[src/rtl/bb_pkg.sv]
package bb_pkg;

  localparam int BB_ADDR_W = 32;
  localparam int BB_DATA_W = 32;
  localparam int BB_BIT_W  = $clog2(BB_DATA_W);
  localparam int BB_NREG   = 2;

  localparam logic [BB_NREG-1:0][BB_ADDR_W-1:0] BB_BASE_DEF  = {32'h4000_0000, 32'h2000_0000};
  localparam logic [BB_NREG-1:0][BB_ADDR_W-1:0] BB_ALIAS_DEF = {32'h4200_0000, 32'h2200_0000};

  typedef enum logic {
    ST_IDLE  = 1'b0,
    ST_WBACK = 1'b1
  } bbState_t;

  typedef struct packed {
    logic memEn;    // drive a downstream access
    logic memWe;    // that access is a write
    logic capture;  // latch the read word for the modify step
    logic useMod;   // write the modified word instead of request data
    logic ready;    // request completes this cycle
  } bbStrobe_t;

endpackage

[src/rtl/bb_region_decode.sv]
module bb_region_decode
  import bb_pkg::*;
#(
  parameter int NREG      = BB_NREG,
  parameter int ADDR_W    = BB_ADDR_W,
  parameter int SPAN_LOG2 = 20,
  parameter logic [NREG-1:0][ADDR_W-1:0] BASE  = BB_BASE_DEF,
  parameter logic [NREG-1:0][ADDR_W-1:0] ALIAS = BB_ALIAS_DEF
) (
  input  logic [ADDR_W-1:0]   addr,
  output logic [NREG-1:0]     hitVec,
  output logic                hit,
  output logic [ADDR_W-1:0]   wordAddr,
  output logic [BB_BIT_W-1:0] bitIdx
);

  // every base byte expands to 8 alias words of 4 bytes
  localparam int ALIAS_LOG2 = SPAN_LOG2 + 5;
  localparam logic [ADDR_W-1:0] WORD_MASK = ~ADDR_W'(3);

  logic [NREG-1:0][ADDR_W-1:0] offs;
  logic [NREG-1:0][ADDR_W-1:0] wordVec;

  generate
    for (genvar g = 0; g < NREG; g++) begin : g_region
      assign offs[g]    = addr - ALIAS[g];
      assign hitVec[g]  = (addr >= ALIAS[g]) && ((offs[g] >> ALIAS_LOG2) == '0);
      assign wordVec[g] = BASE[g] + ((offs[g] >> 5) & WORD_MASK);
    end
  endgenerate

  always_comb begin
    hit      = |hitVec;
    wordAddr = '0;
    bitIdx   = '0;
    for (int i = 0; i < NREG; i++) begin
      if (hitVec[i]) begin
        wordAddr = wordAddr | wordVec[i];
        bitIdx   = bitIdx | offs[i][BB_BIT_W+1:2];
      end
    end
  end

endmodule

[src/rtl/bb_control.sv]
module bb_control
  import bb_pkg::*;
(
  input  logic      clk,
  input  logic      rstN,
  input  logic      reqValid,
  input  logic      reqWrite,
  input  logic      aliasHit,
  output bbStrobe_t strb
);

  bbState_t state, stateNxt;

  always_comb begin
    strb     = '0;
    stateNxt = state;
    unique case (state)
      ST_IDLE: begin
        strb.memEn   = reqValid;
        strb.memWe   = reqValid && reqWrite && !aliasHit;
        strb.capture = reqValid && reqWrite && aliasHit;
        strb.ready   = !strb.capture;
        if (strb.capture) stateNxt = ST_WBACK;
      end
      ST_WBACK: begin
        strb.memEn  = 1'b1;
        strb.memWe  = 1'b1;
        strb.useMod = 1'b1;
        strb.ready  = 1'b1;
        stateNxt    = ST_IDLE;
      end
      default: stateNxt = ST_IDLE;
    endcase
  end

  always_ff @(posedge clk or negedge rstN) begin
    if (!rstN) state <= ST_IDLE;
    else       state <= stateNxt;
  end

  // the read half of an alias write is followed by its write-back
  p_rmw_order_r4: assert property (@(posedge clk) disable iff (!rstN)
    strb.capture |=> (strb.memWe && strb.useMod && strb.ready));

  // a modified write-back only ever follows a capture cycle
  p_wback_after_read_r4: assert property (@(posedge clk) disable iff (!rstN)
    strb.useMod |-> $past(strb.capture));

  // while the read half is in flight the master is held
  p_hold_master_r4: assert property (@(posedge clk) disable iff (!rstN)
    strb.capture |-> (!strb.ready && strb.memEn && !strb.memWe));

  // no downstream traffic without a request outside write-back
  p_idle_quiet_r8: assert property (@(posedge clk) disable iff (!rstN)
    (!reqValid && !strb.useMod) |-> (!strb.memEn && strb.ready));

endmodule

[src/rtl/bb_datapath.sv]
module bb_datapath
  import bb_pkg::*;
#(
  parameter int NREG      = BB_NREG,
  parameter int ADDR_W    = BB_ADDR_W,
  parameter int SPAN_LOG2 = 20,
  parameter logic [NREG-1:0][ADDR_W-1:0] BASE  = BB_BASE_DEF,
  parameter logic [NREG-1:0][ADDR_W-1:0] ALIAS = BB_ALIAS_DEF
) (
  input  logic                 clk,
  input  logic                 rstN,
  input  bbStrobe_t            strb,
  input  logic [ADDR_W-1:0]    reqAddr,
  input  logic [BB_DATA_W-1:0] reqWdata,
  input  logic [BB_DATA_W-1:0] memRdata,
  output logic                 aliasHit,
  output logic [ADDR_W-1:0]    memAddr,
  output logic [BB_DATA_W-1:0] memWdata,
  output logic [BB_DATA_W-1:0] rspRdata
);

  logic [NREG-1:0]      hitVec;
  logic [ADDR_W-1:0]    wordAddr;
  logic [BB_BIT_W-1:0]  bitIdx;
  logic [BB_DATA_W-1:0] savedWord;
  logic [BB_DATA_W-1:0] modWord;

  bb_region_decode #(
    .NREG      (NREG),
    .ADDR_W    (ADDR_W),
    .SPAN_LOG2 (SPAN_LOG2),
    .BASE      (BASE),
    .ALIAS     (ALIAS)
  ) u_decode (
    .addr     (reqAddr),
    .hitVec   (hitVec),
    .hit      (aliasHit),
    .wordAddr (wordAddr),
    .bitIdx   (bitIdx)
  );

  always_ff @(posedge clk or negedge rstN) begin
    if (!rstN)             savedWord <= '0;
    else if (strb.capture) savedWord <= memRdata;
  end

  always_comb begin
    modWord         = savedWord;
    modWord[bitIdx] = reqWdata[0];
  end

  assign memAddr  = aliasHit ? wordAddr : reqAddr;
  assign memWdata = strb.useMod ? modWord : reqWdata;
  assign rspRdata = aliasHit ? {{(BB_DATA_W-1){1'b0}}, memRdata[bitIdx]} : memRdata;

  // the two alias windows never overlap
  p_region_excl_r2: assert property (@(posedge clk) disable iff (!rstN)
    $onehot0(hitVec));

  // write-back lands on the word that was read
  p_same_word_r2: assert property (@(posedge clk) disable iff (!rstN)
    strb.useMod |-> (memAddr == $past(memAddr)));

  // write-back changes at most one bit of the captured word
  p_one_bit_r6: assert property (@(posedge clk) disable iff (!rstN)
    strb.useMod |-> ($countones(memWdata ^ savedWord) <= 1));

  // alias reads are zero-extended single bits
  p_zero_ext_r3: assert property (@(posedge clk) disable iff (!rstN)
    (aliasHit && strb.memEn && !strb.memWe && strb.ready) |-> (rspRdata[BB_DATA_W-1:1] == '0));

endmodule

[src/rtl/bitband_bridge.sv]
module bitband_bridge
  import bb_pkg::*;
#(
  parameter int NREG      = BB_NREG,
  parameter int SPAN_LOG2 = 20,
  parameter logic [NREG-1:0][BB_ADDR_W-1:0] BASE  = BB_BASE_DEF,
  parameter logic [NREG-1:0][BB_ADDR_W-1:0] ALIAS = BB_ALIAS_DEF
) (
  input  logic                 clk,
  input  logic                 rstN,
  input  logic                 reqValid,
  input  logic                 reqWrite,
  input  logic [BB_ADDR_W-1:0] reqAddr,
  input  logic [BB_DATA_W-1:0] reqWdata,
  output logic                 reqReady,
  output logic [BB_DATA_W-1:0] rspRdata,
  output logic                 memEn,
  output logic                 memWe,
  output logic [BB_ADDR_W-1:0] memAddr,
  output logic [BB_DATA_W-1:0] memWdata,
  input  logic [BB_DATA_W-1:0] memRdata
);

  bbStrobe_t strb;
  logic      aliasHit;

  bb_control u_control (
    .clk      (clk),
    .rstN     (rstN),
    .reqValid (reqValid),
    .reqWrite (reqWrite),
    .aliasHit (aliasHit),
    .strb     (strb)
  );

  bb_datapath #(
    .NREG      (NREG),
    .ADDR_W    (BB_ADDR_W),
    .SPAN_LOG2 (SPAN_LOG2),
    .BASE      (BASE),
    .ALIAS     (ALIAS)
  ) u_datapath (
    .clk      (clk),
    .rstN     (rstN),
    .strb     (strb),
    .reqAddr  (reqAddr),
    .reqWdata (reqWdata),
    .memRdata (memRdata),
    .aliasHit (aliasHit),
    .memAddr  (memAddr),
    .memWdata (memWdata),
    .rspRdata (rspRdata)
  );

  assign reqReady = strb.ready;
  assign memEn    = strb.memEn;
  assign memWe    = strb.memWe;

endmodule

[config.mk]
export PLATFORM = sky130hd
export DESIGN_NAME = bitband_bridge
export DESIGN_NICKNAME = d
export VERILOG_FILES = /design/src/rtl/bb_pkg.sv /design/src/rtl/bb_region_decode.sv /design/src/rtl/bb_control.sv /design/src/rtl/bb_datapath.sv /design/src/rtl/bitband_bridge.sv
export SDC_FILE = /design/constraint.sdc
export NUM_CORES = 1
export LEC_CHECK = 0
export BUFFER_PORTS_ARGS = -buffer_cell sky130_fd_sc_hd__buf_2
export CAP_MARGIN = 40
export CORE_MARGIN = 10
export CORE_UTILIZATION = 48
export DETAILED_ROUTE_END_ITERATION = 10
export PLACE_DENSITY = 0.85
export SLEW_MARGIN = 20
export SYNTH_ARGS = -nofsm -noshare
export SYNTH_HDL_FRONTEND = slang
export SYNTH_SLANG_ARGS = --single-unit
export TNS_END_PERCENT = 5
[constraint.sdc]
create_clock -name clk -period 4.25 [get_ports clk]
set_clock_uncertainty 0.05 [all_clocks]
set_input_delay 0.85 -clock clk [delete_from_list [all_inputs] [get_ports clk]]
set_output_delay 0.85 -clock clk [all_outputs]
set_load 0.05 [all_outputs]
Word level (Yosys, flattened, before mapping)
Cells that the tools add are included.
{"block": "totals", "inputBits": 100, "ff_bits": 33, "out_inout_bits": 99, "wordCells": 42}
{"block": "op_classes", "muxes": 18, "addsub": 4, "n_lt_le_gt_ge": 4, "reduce_logical": 11, "n_bitwise": 3}
{"operator": "$mux W32", "n": 5}
{"operator": "$logic_not A32 Y1", "n": 2}
{"operator": "$add A31 B27 Y32 const A", "n": 1}
{"operator": "$bwmux W32", "n": 1}
{"operator": "$ge A32 B30 Y1 const B", "n": 1}
{"operator": "$ge A32 B31 Y1 const B", "n": 1}
{"operator": "$or A32 B32 Y32", "n": 1}
{"operator": "$sub A32 B30 Y32 const B", "n": 1}
{"operator": "$sub A32 B31 Y32 const B", "n": 1}
{"operator": "$add A30 B27 Y31 const A", "n": 1}
{"operator": "$mux W5", "n": 2}
{"operator": "$logic_and A1 B1 Y1", "n": 6}
{"operator": "$lt A5 B6 Y1 const B", "n": 1}
{"operator": "$bmux W1 S5", "n": 1}
{"operator": "$demux W1 S5", "n": 1}
{"operator": "$ge A5 B1 Y1 const B", "n": 1}
{"operator": "$mux W1", "n": 5}
{"operator": "$or A5 B5 Y5", "n": 1}
{"operator": "$pmux W1 S2", "n": 2}
{"operator": "$pmux W2 S2", "n": 1}
{"operator": "$logic_not A1 Y1", "n": 2}
{"operator": "$reduce_or A2 Y1", "n": 1}
{"operator": "$not A1 Y1", "n": 1}

Logic depth before layout (Yosys ltp)
Gate-level depths: netlist of run 1.
{"block": "depth", "depth_word": 12, "depth_mapped": 11, "depth_no_buf": 8}

Hierarchy
From an unflattened synthesis of run 1, not the netlist that was laid out.
{"block": "hier_totals", "cells_unflattened": 407, "hier_area_um2": 3721.1}
{"module": "bb_datapath", "seq_area_each_um2": 800.8, "area_per_inst_um2": 2959.1, "cells_per_inst": 321, "instances": 1}
{"module": "bb_region_decode", "seq_area_each_um2": 0.0, "area_per_inst_um2": 673.1, "cells_per_inst": 78, "instances": 1}
{"module": "bb_control", "seq_area_each_um2": 25.0, "area_per_inst_um2": 88.8, "cells_per_inst": 8, "instances": 1}

Least setup slack after synthesis of run 1
No wires, ideal clock.
{"block": "synth_timing", "path_type": "input to output", "from": "in reqAddr[25]", "to": "out memAddr[20]", "arrival_time_ps": 3329, "path_slack_ps": 21, "t_required_ps": 3350, "path_buffers": 3, "stages": 9, "path_cell_list": "inv_1 > ha_1 > o41ai_1 > nand2_1 > or2_1 > buf_6 > buf_2 > buf_2 > o21ai_0"}
{"block": "synth_between", "elab_chain_cells": 7, "elab_cells_between_ends": 15, "classes_between": "4 x add/sub; 2 x order compare; 3 x mux; 1 x bitwise; 5 x reduce/logical"}
{"element": "start: declaration", "line": "bitband_bridge.sv:13", "source": "input logic [BB_ADDR_W-1:0] reqAddr,"}
{"element": "parallel branches: the longest is 6 deep, another holds $sub A32 B30 Y32"}
{"element": "$mux W32 *", "line": "bb_datapath.sv:52", "source": "assign memAddr = aliasHit ? wordAddr : reqAddr;"}
{"element": "end: declaration", "line": "bitband_bridge.sv:19", "source": "output logic [BB_ADDR_W-1:0] memAddr,"}
Every way passes the cells marked *.

Worst setup path in the final report of run 1
{"block": "layout_timing", "from": "in reqAddr[25]", "to": "out memWdata[26]"}
{"block": "layout_between", "elab_chain_cells": 12, "elab_cells_between_ends": 18, "classes_between": "2 x add/sub; 4 x order compare; 6 x mux; 1 x bitwise; 5 x reduce/logical"}
{"element": "$sub A32 B30 Y32", "line": "bb_region_decode.sv:26", "source": "assign offs[g] = addr - ALIAS[g];"}
{"element": "$logic_not A32 Y1", "line": "bb_region_decode.sv:27", "source": "assign hitVec[g] = (addr >= ALIAS[g]) && ((offs[g] >> ALIAS_LOG2) == '0);"}
{"element": "$logic_and A1 B1 Y1", "line": "bb_region_decode.sv:27"}
{"element": "$mux W5", "line": "bb_region_decode.sv:37", "source": "if (hitVec[i]) begin"}
{"element": "$or A5 B5 Y5", "line": "bb_region_decode.sv:39", "source": "bitIdx = bitIdx | offs[i][BB_BIT_W+1:2];"}
{"element": "$mux W5 *", "line": "bb_region_decode.sv:37"}
{"element": "$lt A5 B6 Y1 (implied by the code) / $ge A5 B1 Y1 (equally long branches)", "line": "bb_datapath.sv:49", "source": "modWord[bitIdx] = reqWdata[0];"}
{"element": "$logic_and A1 B1 Y1 (implied by the code)", "line": "bb_datapath.sv:49"}
{"element": "$mux W1 (implied by the code)", "line": "bb_datapath.sv:49"}
{"element": "$demux W1 S5 *"}
{"element": "$bwmux W32 *", "line": "bb_datapath.sv:49"}
{"element": "$mux W32 *", "line": "bb_datapath.sv:53", "source": "assign memWdata = strb.useMod ? modWord : reqWdata;"}
{"element": "end: declaration", "line": "bitband_bridge.sv:20", "source": "output logic [BB_DATA_W-1:0] memWdata,"}
Every way passes the cells marked *; elsewhere a longest branch is shown, timed or not.

==> impl_results.rst, run 1 <==
.. list-table::
   :header-rows: 1

   * - Metric
     - Value
   * - Status
     - complete, no violations
   * - Worst voltage drop across the vdd grid
     - 0.195 mV
   * - Post-route worst setup slack
     - 0.185 ns
   * - Mean instance size in the synthesized netlist
     - 8.02 um^2
   * - Global Route Usage Sum
     - 23.4%
   * - Remaining DRCs
     - 0
   * - Ant. Diodes
     - 0
   * - Crit end category
     - output port
   * - Number of top-level pins
     - 199
   * - Routability congestion estimate
     - 0.909
   * - DIE HEIGHT
     - 104 um
   * - Post CTS Setup Buffer Count
     - 0
   * - Wirelength per Cell
     - 19.5 um
   * - Netlist area before placement
     - 3360 um^2
   * - Static power due to leakage
     - 2.20 nW
   * - Num CTS Buffers
     - 5
   * - Area growth, synth to finish
     - 35.6%
   * - Number of I/O port buffers
     - 198
   * - Required time of the worst setup path
     - 3.35 ns
   * - Critical path startpoint category
     - input port
   * - FF-to-FF setup slack
     - 2.05 ns
   * - H-tree levels
     - 2
   * - Cell Count, Final, Fillers Out
     - 693
   * - Die boundary width
     - 104 um
   * - Routed WL
     - 13,500 um
   * - Cell Pwr Density
     - 269 nW/um^2
   * - CTS tree
     - built
   * - Clock Pin Slew Worst Setup and Hold Paths
     - 0.08 ns
   * - Category of the most critical setup path
     - input port to output port
   * - Die area
     - 10,800 um^2
   * - Setup repair after global routing missed its margin
     - no
   * - Max-capacitance violation count
     - 0
   * - Highest net fanout along the worst path
     - 16
   * - Highest-count cells in the layout ignoring fill and taps
     - sky130_fd_sc_hd__buf_2 (196), sky130_fd_sc_hd__nand2_1 (64), sky130_fd_sc_hd__and2_1 (40)
   * - Cells after DPL
     - 684
   * - Most common cell after layout, fill and taps aside
     - sky130_fd_sc_hd__buf_2
   * - Nets@finish
     - 698
   * - Maximum number of buffers from clock root to sink
     - 2
   * - Via count of the first global-routing pass
     - 4,030
   * - Count of warnings emitted by yosys
     - 0
   * - Highest Clock Rate
     - 246 MHz
   * - Quantity of hold-fixing buffers added after cts
     - 0
   * - Number of antenna violations at the first check in global routing
     - 0
   * - Worst hold path class
     - input port to async pin
   * - Final design instance area without fill
     - 4560 um^2
   * - Portion of the clock cycle consumed by the worst path in the final layout
     - 95.6%
   * - Total Negative Setup Slacks
     - 0 ns
   * - Wire length of the first global-routing pass
     - 21,300 um
   * - Routed vias/inst
     - 5.71
   * - Overall overflow remaining after global route
     - 0
   * - Mapped Cells
     - 419
   * - Max transition margin
     - 50.1%
   * - Detailed-router iteration count before antenna repair
     - 5
   * - Seq cells post-synth
     - 33
   * - Post-CTS sizing
     - 0
   * - Insertion delay of the later-clocked pin in the worst-skew pair
     - 0.28 ns
   * - Post-synthesis sequential area ratio
     - 24.6%
   * - Via total after detailed routing
     - 3,957
   * - Setup slack after placement
     - 0.233 ns
   * - Min Tclk post-route
     - 4.06 ns
   * - Placed wire-length estimate after detailed placement
     - 10,400 um
   * - Main flop type after synthesis
     - sky130_fd_sc_hd__dfrtp_1
   * - Slew at the pin with the worst max-slew slack
     - 0.748 ns
   * - Placed cell area
     - 4420 um^2
   * - Floorplan Core Area
     - 6790 um^2
   * - Initial core utilization
     - 49.5%
   * - Number of enable flip-flop cells after synthesis
     - 0
   * - Fraction of final layout cells with drive strength greater than 1
     - 45.7%
   * - TritonCTS sink count
     - 33
   * - Number of setup violations in the final report
     - 0
   * - DRT antenna net count
     - 0
   * - Count of cell types in the netlist
     - 48
   * - DRC violation total after the first TritonRoute iteration
     - 361
   * - Post-Syn Nets
     - 521
   * - Count of endpoints failing hold in the final timing report
     - 0
   * - Largest net degree at the start of global routing
     - 46
   * - Clk root buf
     - sky130_fd_sc_hd__clkbuf_8
   * - Cell row count
     - 30
   * - Final Slew Violations
     - 0
   * - Post-synth ARST share
     - 100%
   * - Final core utilization
     - 67.1%
   * - CP Data Arrival Time
     - 3.16 ns
## cells in the mapped netlist, types with 5 or more instances
master,count,area [um^2]
sky130_fd_sc_hd__mux2_4,28,420
sky130_fd_sc_hd__nor2_1,39,146
sky130_fd_sc_hd__mux2_2,6,67.6
sky130_fd_sc_hd__buf_2,6,30.0
sky130_fd_sc_hd__and2_1,40,250
sky130_fd_sc_hd__mux4_2,5,113
sky130_fd_sc_hd__nand2_1,64,240
sky130_fd_sc_hd__a21oi_1,9,45.0
sky130_fd_sc_hd__mux2i_1,9,90.1
sky130_fd_sc_hd__nand3_1,15,75.1
sky130_fd_sc_hd__clkbuf_1,32,120
sky130_fd_sc_hd__a31oi_1,24,150
sky130_fd_sc_hd__nand4_1,16,100
sky130_fd_sc_hd__nand2b_1,5,31.3
sky130_fd_sc_hd__dfrtp_1,33,826
sky130_fd_sc_hd__nor3_1,12,60.1
sky130_fd_sc_hd__o41ai_1,17,149
sky130_fd_sc_hd__nor2b_1,6,37.5
## worst paths after layout
check	start	end	cells past startpoint
setup / recovery	reqAddr[25]	memWdata[26]	10
hold / removal	rstN	u_datapath.savedWord[11]$_DFFE_PN0P_	1
setup reg to reg	u_control.state$_DFF_PN0_	u_datapath.savedWord[23]$_DFFE_PN0P_	3
hold reg to reg	u_datapath.savedWord[21]$_DFFE_PN0P_	u_datapath.savedWord[21]$_DFFE_PN0P_	1
max in group asynchronous	rstN	u_control.state$_DFF_PN0_	2
min in group clk	u_datapath.savedWord[21]$_DFFE_PN0P_	u_datapath.savedWord[21]$_DFFE_PN0P_	1
## logic make-up after synthesis
logic type / synth area share [%]
flops: 24.6
fa+ha+maj: 0.744
compound gates: 16.2
mux: 20.5
buf+inv: 6.81
simple gates: 31.2
## registers in the layout, indices dropped and copies added (netlist names)
register / cells
u_control.state: 1
u_datapath.savedWord: 32
## per-stage QoR
| stage | hold slack [ns] | power (mW) |
|---|---|---|
| after floorplan | 0.422 | 0.739 |
| after global placement | 0.438 | 0.894 |
| after detailed placement | 0.443 | 0.904 |
| after CTS | 0.463 | 1.22 |
| after global routing | 0.289 | 1.27 |
| final | 0.295 | 1.22 |
## report_power, final
| part | internal [mW] | switching, mW |
|---|---|---|
| Sequential | 0.347 | 0.0208 |
| Clock | 0.191 | 0.131 |
| Combinational | 0.181 | 0.353 |
## area by class of cell
| cell class | count | area, um^2 |
|---|---|---|
| repair buffers | 216 | 1170 |
| inverters | 4 | 15.0 |
| multi-input cells | 336 | 2310 |
| flip-flops and latches | 33 | 827 |
| clock inverters | 2 | 37.5 |
| well taps | 96 | 120 |
| fillers | 580 | 2240 |
| clock buffers | 6 | 82.6 |
## worst max-delay path, stage by stage
cell and delay [ns]:
sky130_fd_sc_hd__buf_2 0.14, sky130_fd_sc_hd__inv_1 0.07, sky130_fd_sc_hd__ha_1 0.25, sky130_fd_sc_hd__o41ai_1 0.34, sky130_fd_sc_hd__nand2_1 0.14, sky130_fd_sc_hd__or2_2 0.33, sky130_fd_sc_hd__buf_4 0.20, sky130_fd_sc_hd__o41ai_1 0.38
sky130_fd_sc_hd__a31oi_1 0.17, sky130_fd_sc_hd__buf_2 0.28
## per-layer routing
layer / vias up / track usage [%] / wire (um)
met5: - / 0 / 0
met4: 0 / 5.67 / 189
met3: 19 / 6.88 / 1280
met2: 230 / 40.5 / 6590
met1: 1848 / 27.5 / 5440
li1: 1860 / - / -
(Power assumes the default switching activity.)
==> run 2, diff against run 1 <==
--- a/config.mk
+++ b/config.mk
@@ -8,9 +8,9 @@
 export BUFFER_PORTS_ARGS = -buffer_cell sky130_fd_sc_hd__buf_2
 export CAP_MARGIN = 40
 export CORE_MARGIN = 10
-export CORE_UTILIZATION = 48
+export CORE_UTILIZATION = 45
 export DETAILED_ROUTE_END_ITERATION = 10
-export PLACE_DENSITY = 0.85
+export PLACE_DENSITY = 0.8
 export SLEW_MARGIN = 20
 export SYNTH_ARGS = -nofsm -noshare
 export SYNTH_HDL_FRONTEND = slang
==> constraint.sdc (replaced) <==
create_clock -name clk -period 4 [get_ports clk]
set_clock_uncertainty 0.05 [all_clocks]
set_input_delay 0.8 -clock clk [delete_from_list [all_inputs] [get_ports clk]]
set_output_delay 0.8 -clock clk [all_outputs]
set_load 0.05 [all_outputs]
==> run 2 against run 1 <==
Compared with the run above:
- sequential share of layout area fell by 0.060 points
- via count rose by 0.13%
- final cell count rose by 0.14%
- critical path type unchanged
- largest cell class unchanged
==> impl_results.rst, run 2 (synthesis results as in run 1) <==
.. list-table::
   :header-rows: 1

   * - Metric
     - Value
   * - Status
     - complete, no violations
   * - Detailed-router iteration count before antenna repair
     - 5 (unchanged)
   * - Met1 routed wirelength after detailed routing
     - 5610 um (+3.1%)
   * - Met2 routed WL
     - 6690 um (+1.5%)
   * - CTS tree
     - built
   * - Via total after detailed routing
     - 3,962 (+0.13%)
   * - Total Negative Setup Slacks
     - 0 ns (unchanged)
   * - Worst voltage drop across the vdd grid
     - 0.169 mV (-14%)
   * - CP Data Arrival Time
     - 3.06 ns (-0.10 ns)
   * - Fraction of final layout cells with drive strength greater than 1
     - 45.9% (+0.15 points)
   * - Die boundary width
     - 106 um (+2.6%)
   * - Ant. Diodes
     - 0 (unchanged)
   * - TritonCTS sink count
     - 33 (unchanged)
   * - Cell at the slowest stage of the critical path
     - sky130_fd_sc_hd__or2_2
   * - Area growth, synth to finish
     - 36.0%
   * - Final design instance area without fill
     - 4570 um^2 (+0.33%)
   * - Placed cell area
     - 4400 um^2 (-0.31%)
   * - Global Route Usage Sum
     - 23.0% (-0.38 points)
   * - Clock share of power
     - 26.0% (-0.3 points)
   * - Portion of the clock cycle consumed by the worst path in the final layout
     - 97.7%
   * - Overall overflow remaining after global route
     - 0 (unchanged)
   * - Crit-path most repeated cell
     - sky130_fd_sc_hd__buf_2
   * - Critical path startpoint category
     - input port
   * - Worst r2r path cells
     - 3 (unchanged)
   * - Post CTS Setup Buffer Count
     - 0 (unchanged)
   * - Ordered list of cells on the worst path
     - buf_2, inv_1, ha_1, a211oi_1, a211oi_2, or2_2, buf_12, o41ai_1, a31oi_1, buf_2
   * - Part of the power in combinational logic
     - 43.8% (+0.2 points)
   * - Worst hold path class
     - input port to async pin
   * - Slew at the pin with the worst max-slew slack
     - 0.833 ns (+0.0845 ns)
   * - Number of top-level pins
     - 199 (unchanged)
   * - Hold Worst Slack
     - 0.235 ns (-0.0602 ns)
   * - Routability congestion estimate
     - 0.906 (-0.28%)
   * - Setup repair after global routing missed its margin
     - yes
   * - Floorplan Core Area
     - 7250 um^2 (+6.8%)
   * - Biggest registers after layout
     - u_datapath.savedWord (32), u_control.state (1)
   * - Top metal layer carrying routed signals
     - met4
   * - DRC violation total after the first TritonRoute iteration
     - 330 (-8.6%)
   * - Reg with most FFs
     - u_datapath.savedWord
   * - Register share of total power
     - 30.1% (about the same)
   * - Required time of the worst setup path
     - 3.15 ns (-0.20 ns)
   * - Net switching share of the total power
     - 41.2% (-0.079 points)
   * - Endpoint of the worst-slack reg-to-reg timing path
     - u_datapath.savedWord[23]$_DFFE_PN0P_
   * - Maximum number of buffers from clock root to sink
     - 2 (unchanged)
   * - Number of antenna violations at the first check in global routing
     - 0 (unchanged)
   * - Highest-count cells in the layout ignoring fill and taps
     - sky130_fd_sc_hd__buf_2 (193), sky130_fd_sc_hd__nand2_1 (64), sky130_fd_sc_hd__and2_1 (40)
   * - Max reg flops
     - 32 (unchanged)
   * - Highest net fanout along the worst path
     - 49 (+33)
   * - DRT antenna net count
     - 0 (unchanged)
   * - Category of the most critical setup path
     - input port to output port
   * - Highest Clock Rate
     - 256 MHz
   * - Cell class contributing the biggest share of worst-path delay
     - compound AO/OA/AOI/OAI gates
   * - Internal power of the cells
     - 766 uW (+6.5%)
   * - R2R Path Start
     - u_control.state$_DFF_PN0_
   * - Wire length of the first global-routing pass
     - 21,500 um (+0.68%)
   * - DIE HEIGHT
     - 106 um (+2.6%)
   * - Remaining DRCs
     - 0 (unchanged)
   * - Number of setup violations in the final report
     - 0 (unchanged)
   * - H-tree levels
     - 2 (unchanged)
   * - Insertion delay of the later-clocked pin in the worst-skew pair
     - 0.29 ns (about the same)
   * - Wirelength per Cell
     - 19.9 um (+2.1%)
   * - Static power due to leakage
     - 2.20 nW (about the same)
   * - Clock Pin Slew Worst Setup and Hold Paths
     - 0.07 ns (about the same)
   * - Cell row count
     - 31 (+3.3%)
   * - WL met3
     - 1310 um (+2.3%)
   * - Placed wire-length estimate after detailed placement
     - 10,700 um (+2.4%)
   * - Routed WL
     - 13,800 um (+2.3%)
   * - Most common cell after layout, fill and taps aside
     - sky130_fd_sc_hd__buf_2
   * - Max transition margin
     - 44.5% (-5.6 points)
   * - Max-capacitance violation count
     - 0 (unchanged)
   * - Min Tclk post-route
     - 3.91 ns
   * - Number of I/O port buffers
     - 198 (unchanged)
   * - Largest net degree at the start of global routing
     - 50 (+8.7%)
   * - Highest cell delay on the worst timing path
     - 0.36 ns (-0.02 ns)
   * - Die area
     - 11,300 um^2 (+5.4%)
   * - Num CTS Buffers
     - 5 (unchanged)
   * - FF-to-FF setup slack
     - 1.86 ns (-0.19 ns)
   * - Clk root buf
     - sky130_fd_sc_hd__clkbuf_8
   * - Cell Pwr Density
     - 285 nW/um^2 (+6.0%)
   * - Routed vias/inst
     - 5.71 (about the same)
   * - Initial core utilization
     - 46.4% (-3.1 points)
   * - Final Slew Violations
     - 0 (unchanged)
   * - Worst path buffer plus inverter count
     - 4 (unchanged)
   * - Nets@finish
     - 696 (-0.29%)
   * - Via count of the first global-routing pass
     - 3,975 (-1.4%)
   * - Crit end category
     - output port
   * - Switching pwr
     - 536 uW (+6.2%)
   * - Count of endpoints failing hold in the final timing report
     - 0 (unchanged)
## run 2: through the flow
step           worst slack (ns)  utilization, %  power [mW]  std cells
2_1_floorplan            -0.129               -       0.785        419
3_3_place_gp              0.203            60.7       0.951        685
3_5_place_dp              0.131            60.7       0.961        685
4_1_cts                   0.132            62.3        1.30        693
5_1_grt                 -0.0154            63.0        1.35        694
6_report                 0.0920            63.0        1.30        694
## run 2: worst max path at each step
stage	end	from	slack, ns	depth (start not counted)
after CTS	memWdata[8]	reqAddr[25]	0.13	9
after detailed placement	memWdata[10]	reqAddr[25]	0.13	10
final	memWdata[26]	reqAddr[25]	0.09	10
after floorplan	memAddr[20]	reqAddr[25]	-0.13	9
after global placement	memWdata[8]	reqAddr[25]	0.20	9
after global routing	memWdata[24]	reqAddr[25]	-0.02	10
## run 2: repair_timing
item                       in CTS  in global routing
hold buffers                    0                  0
setup endpoints to repair       0                  9
gates resized for setup         0                  7
## run 2: per-layer routing
metal,up-vias,track usage [%]
li1,1849,-
met5,-,0
met3,24,6.94
met1,1868,27.8
met4,0,5.03
met2,221,39.3
## run 2: final cells by class
cell class              count  area, um^2
clock inverters             1        30.0
fillers                   616        2680
inverters                   4        15.0
repair buffers            214        1160
flip-flops and latches     33         827
well taps                  99         124
multi-input cells         336        2330
clock buffers               7        86.3
## run 2: power by group through the flow
stage	clock network, mW	logic, mW	registers (mW)
2_1_floorplan	0	0.397	0.389
3_3_place_gp	0	0.555	0.396
3_5_place_dp	0	0.565	0.396
4_1_cts	0.338	0.567	0.391
5_1_grt	0.346	0.606	0.397
6_report	0.339	0.571	0.393
## run 2: worst reg2reg max path, cell delays in order (launching register included)
cell and delay, ns:
sky130_fd_sc_hd__dfrtp_2 0.72, sky130_fd_sc_hd__nor3_4 0.33, sky130_fd_sc_hd__buf_4 0.53, sky130_fd_sc_hd__mux2_2 0.41
==> run 3, diff against run 2 <==
--- a/config.mk
+++ b/config.mk
@@ -8,11 +8,12 @@
 export BUFFER_PORTS_ARGS = -buffer_cell sky130_fd_sc_hd__buf_2
 export CAP_MARGIN = 40
 export CORE_MARGIN = 10
-export CORE_UTILIZATION = 45
+export CORE_UTILIZATION = 46
 export DETAILED_ROUTE_END_ITERATION = 10
 export PLACE_DENSITY = 0.8
 export SLEW_MARGIN = 20
 export SYNTH_ARGS = -nofsm -noshare
 export SYNTH_HDL_FRONTEND = slang
+export SYNTH_HIERARCHICAL = 1
 export SYNTH_SLANG_ARGS = --single-unit
 export TNS_END_PERCENT = 5
==> run 3 against run 2 <==
Compared with the run above:
- the run now ends with negative setup slack left
- first-iteration DRC count decreased by 26%
- via count up 5.0%
- sequential share of layout area is 5.3 points lower
==> impl_results.rst, run 3 <==
.. list-table::
   :header-rows: 1

   * - Metric
     - Value
   * - Highest cell delay on the worst timing path
     - 0.50 ns (+0.14 ns)
   * - Count of cell types in the netlist
     - 54 (+13%)
   * - Remaining DRCs
     - 0 (unchanged)
   * - DRT antenna net count
     - 0 (unchanged)
   * - Post-synth top area cell
     - sky130_fd_sc_hd__dfrtp_1
   * - Num CTS Buffers
     - 5 (unchanged)
   * - Wirelength per Cell
     - 21.1 um (+6.0%)
   * - Ant. Diodes
     - 0 (unchanged)
   * - Nets@finish
     - 749 (+7.6%)
   * - Count of warnings emitted by yosys
     - 6 (+6)
   * - Netlist area before placement
     - 3720 um^2 (+11%)
   * - Clock Pin Slew Worst Setup and Hold Paths
     - 0.08 ns (about the same)
   * - Final Slew Violations
     - 0 (unchanged)
   * - Post-synthesis sequential area ratio
     - 22.2% (-2.4 points)
   * - Setup repair after global routing missed its margin
     - yes
   * - Die boundary width
     - 110 um (+3.3%)
   * - Worst hold path class
     - flip-flop to flip-flop
   * - Main area contributors after synthesis
     - sky130_fd_sc_hd__dfrtp_1 (22%), sky130_fd_sc_hd__mux2_2 (19%), sky130_fd_sc_hd__mux2i_1 (9.1%)
   * - Area growth, synth to finish
     - 74.4%
   * - Total chip power
     - 1.39 mW (+6.8%)
   * - Synth top cells by count
     - sky130_fd_sc_hd__mux2_2 (62), sky130_fd_sc_hd__nor2_1 (53), sky130_fd_sc_hd__mux2i_1 (34), sky130_fd_sc_hd__nor2b_1 (34), sky130_fd_sc_hd__dfrtp_1 (33)
   * - Routability congestion estimate
     - 0.926 (+2.2%)
   * - Biggest registers after layout
     - u_datapath/savedWord (32), u_control/state (1)
   * - Share of the synthesized area in the top cell type
     - 22.2% (-2.4 points)
   * - Ordered list of cells on the worst path
     - buf_8, buf_4, buf_6, ha_4, nand2_2, nor4_4, a31oi_4, nor3b_4, buf_12, mux4_2, nor2b_4, a41oi_2, a41oi_4, buf_6
   * - Cell Pwr Density
     - 214 nW/um^2 (-25%)
   * - Maximum number of buffers from clock root to sink
     - 2 (unchanged)
   * - Count of endpoints failing hold in the final timing report
     - 0 (unchanged)
   * - Number of enable flip-flop cells after synthesis
     - 0 (unchanged)
   * - Post-synth ARST share
     - 100% (unchanged)
   * - Floorplan Core Area
     - 7810 um^2 (+7.6%)
   * - Status
     - complete, but fails checks
   * - DRC violation total after the first TritonRoute iteration
     - 243 (-26%)
   * - Number of setup violations in the final report
     - 65 (+65)
   * - Routed WL
     - 15,800 um (+15%)
   * - Max-capacitance violation count
     - 0 (unchanged)
   * - Overall overflow remaining after global route
     - 0 (unchanged)
   * - Mean instance size in the synthesized netlist
     - 9.14 um^2 (+14%)
   * - Highest-count cells in the layout ignoring fill and taps
     - sky130_fd_sc_hd__buf_2 (131), sky130_fd_sc_hd__buf_6 (65), sky130_fd_sc_hd__buf_4 (64)
   * - Most common cell in the synthesized netlist
     - sky130_fd_sc_hd__mux2_2
   * - Slew at the pin with the worst max-slew slack
     - 0.741 ns (-0.0920 ns)
   * - Crit end category
     - output port
   * - Fraction of final layout cells with drive strength greater than 1
     - 71.9% (+26 points)
   * - Cell row count
     - 32 (+3.2%)
   * - CTS tree
     - built
   * - Initial core utilization
     - 47.7% (+1.3 points)
   * - Worst voltage drop across the vdd grid
     - 0.167 mV (-0.88%)
   * - Routed vias/inst
     - 5.55 (-2.9%)
   * - Violations in the final reports
     - negative setup slack
   * - Highest Clock Rate
     - 231 MHz (-9.9%)
   * - Highest net fanout along the worst path
     - 7 (-86%)
   * - Max transition margin
     - 50.6% (+6.1 points)
   * - CP Data Arrival Time
     - 3.49 ns (+0.43 ns)
   * - Most common cell after layout, fill and taps aside
     - sky130_fd_sc_hd__buf_2
   * - Static power due to leakage
     - 2.89 nW (+31%)
   * - Global Route Usage Sum
     - 23.4% (+0.41 points)
   * - Category of the most critical setup path
     - input port to output port
   * - DIE HEIGHT
     - 110 um (+3.3%)
   * - Required time of the worst setup path
     - 3.15 ns (about the same)
   * - Mapped Cells
     - 407 (-2.9%)
   * - Post-route worst setup slack
     - -0.337 ns (-0.429 ns)
   * - H-tree levels
     - 2 (unchanged)
   * - Crit-path most repeated cell
     - sky130_fd_sc_hd__buf_6
   * - Number of I/O port buffers
     - 198 (unchanged)
   * - Critical path startpoint category
     - input port
   * - Wire length of the first global-routing pass
     - 22,700 um (+5.9%)
   * - Detailed-router iteration count before antenna repair
     - 5 (unchanged)
   * - Main flop type after synthesis
     - sky130_fd_sc_hd__dfrtp_1
   * - Insertion delay of the later-clocked pin in the worst-skew pair
     - 0.28 ns (about the same)
   * - Final design instance area without fill
     - 6490 um^2 (+42%)
   * - Placed cell area
     - 5590 um^2 (+27%)
   * - Portion of the clock cycle consumed by the worst path in the final layout
     - 108% (+11 points)
   * - Largest net degree at the start of global routing
     - 35 (-30%)
   * - Clk root buf
     - sky130_fd_sc_hd__clkbuf_8
   * - Die area
     - 12,100 um^2 (+6.7%)
   * - Seq cells post-synth
     - 33 (unchanged)
   * - Placed wire-length estimate after detailed placement
     - 11,200 um (+4.3%)
   * - Cell at the slowest stage of the critical path
     - sky130_fd_sc_hd__mux4_2
   * - Final core utilization
     - 83.1% (+20 points)
   * - Reg with most FFs
     - u_datapath/savedWord
   * - Via count of the first global-routing pass
     - 4,489 (+13%)
   * - TritonCTS sink count
     - 33 (unchanged)
   * - Number of top-level pins
     - 199 (unchanged)
   * - Via total after detailed routing
     - 4,159 (+5.0%)
   * - Number of antenna violations at the first check in global routing
     - 0 (unchanged)
   * - Quantity of hold-fixing buffers added after cts
     - 0 (unchanged)
   * - Max reg flops
     - 32 (unchanged)
   * - Min Tclk post-route
     - 4.34 ns (+0.429 ns)
## run 3: cell types whose count changed in the layout (fill, tap and decap cells not counted), moves of 14 or more
cell	delta
sky130_fd_sc_hd__nor2b_1	+20
sky130_fd_sc_hd__mux2_2	+45
sky130_fd_sc_hd__buf_6	+65
sky130_fd_sc_hd__and2_1	-39
sky130_fd_sc_hd__buf_4	+50
sky130_fd_sc_hd__a21oi_4	+23
sky130_fd_sc_hd__o41ai_1	-14
sky130_fd_sc_hd__nor3b_2	+15
sky130_fd_sc_hd__mux2_4	-17
sky130_fd_sc_hd__a31oi_1	-23
sky130_fd_sc_hd__buf_2	-62
sky130_fd_sc_hd__mux2i_1	+15
sky130_fd_sc_hd__nand4_1	-15
sky130_fd_sc_hd__nand2_1	-57
## run 3: worst paths after layout
check	endpoint	depth (start not counted)	slack [ns]	start
worst max-delay path	rspRdata[0]	14	-0.34	reqAddr[25]
worst min-delay path	u_datapath/savedWord[23]$_DFFE_PN0P_	1	0.44	u_datapath/savedWord[23]$_DFFE_PN0P_
worst max register to register	u_datapath/savedWord[5]$_DFFE_PN0P_	4	2.16	u_control/state$_DFF_PN0_
worst min register to register	u_datapath/savedWord[23]$_DFFE_PN0P_	1	0.44	u_datapath/savedWord[23]$_DFFE_PN0P_
max in group asynchronous	u_control/state$_DFF_PN0_	1	2.82	rstN
min in group asynchronous	u_datapath/savedWord[5]$_DFFE_PN0P_	1	0.51	rstN
## run 3: final cells by class
cell class / count / area (um^2)
clock buffer: 5 / 68.8
clock inverter: 3 / 46.3
fill: 430 / 1320
inverter: 5 / 21.3
multi-input combinational: 332 / 3350
sequential: 33 / 830
tap: 102 / 128
timing repair buffer: 270 / 2050
## run 3: critical path, delay by kind of cell
kind	cells	cell delay [ns]
buffers and inverters	5	0.68
AOI/OAI and AO/OA	3	0.46
muxes	1	0.50
and+or+nand+nor	4	0.89
adders and majority gates	1	0.15
## run 3: where the power goes
part	internal, mW	switching, mW
Combinational	0.268	0.410
Clock	0.186	0.139
Sequential	0.366	0.0209
## run 3: per-stage QoR
step | cells | setup WS, ns | setup TNS, ns | hold slack (ns)
after floorplan | 416 | -0.0656 | -0.389 | 0.407
after global placement | 729 | -0.350 | -8.02 | 0.417
after detailed placement | 729 | -0.418 | -10.61 | 0.425
after CTS | 745 | -0.333 | -6.63 | 0.442
after global routing | 750 | -0.374 | -12.68 | 0.461
final | 750 | -0.337 | -7.97 | 0.443
## run 3: repair_timing
| action | CTS | global route |
|---|---|---|
| resized for setup | 129 | 88 |
| cloned | 1 | 2 |
| pin swaps | 9 | 17 |
| buffers inserted | 8 | 4 |
| setup endpoints to repair | 65 | 83 |
## run 3: per-layer routing
metal  up-vias  wire length, um  global-route usage, %
li1       1903                -                      -
met1      2005             5910                   25.6
met2       222             8310                   43.7
met3        29             1240                   5.97
met4         0              351                   5.76
met5         -                0                      0
## run 3: cell families after synthesis
group / share of synthesized area [%]
buffers and inverters: 7.90
adders and majority gates: 0.672
other: 0.101
muxes: 32.6
DFF: 22.2
AOI/OAI and AO/OA: 9.38
and+or+nand+nor: 27.1
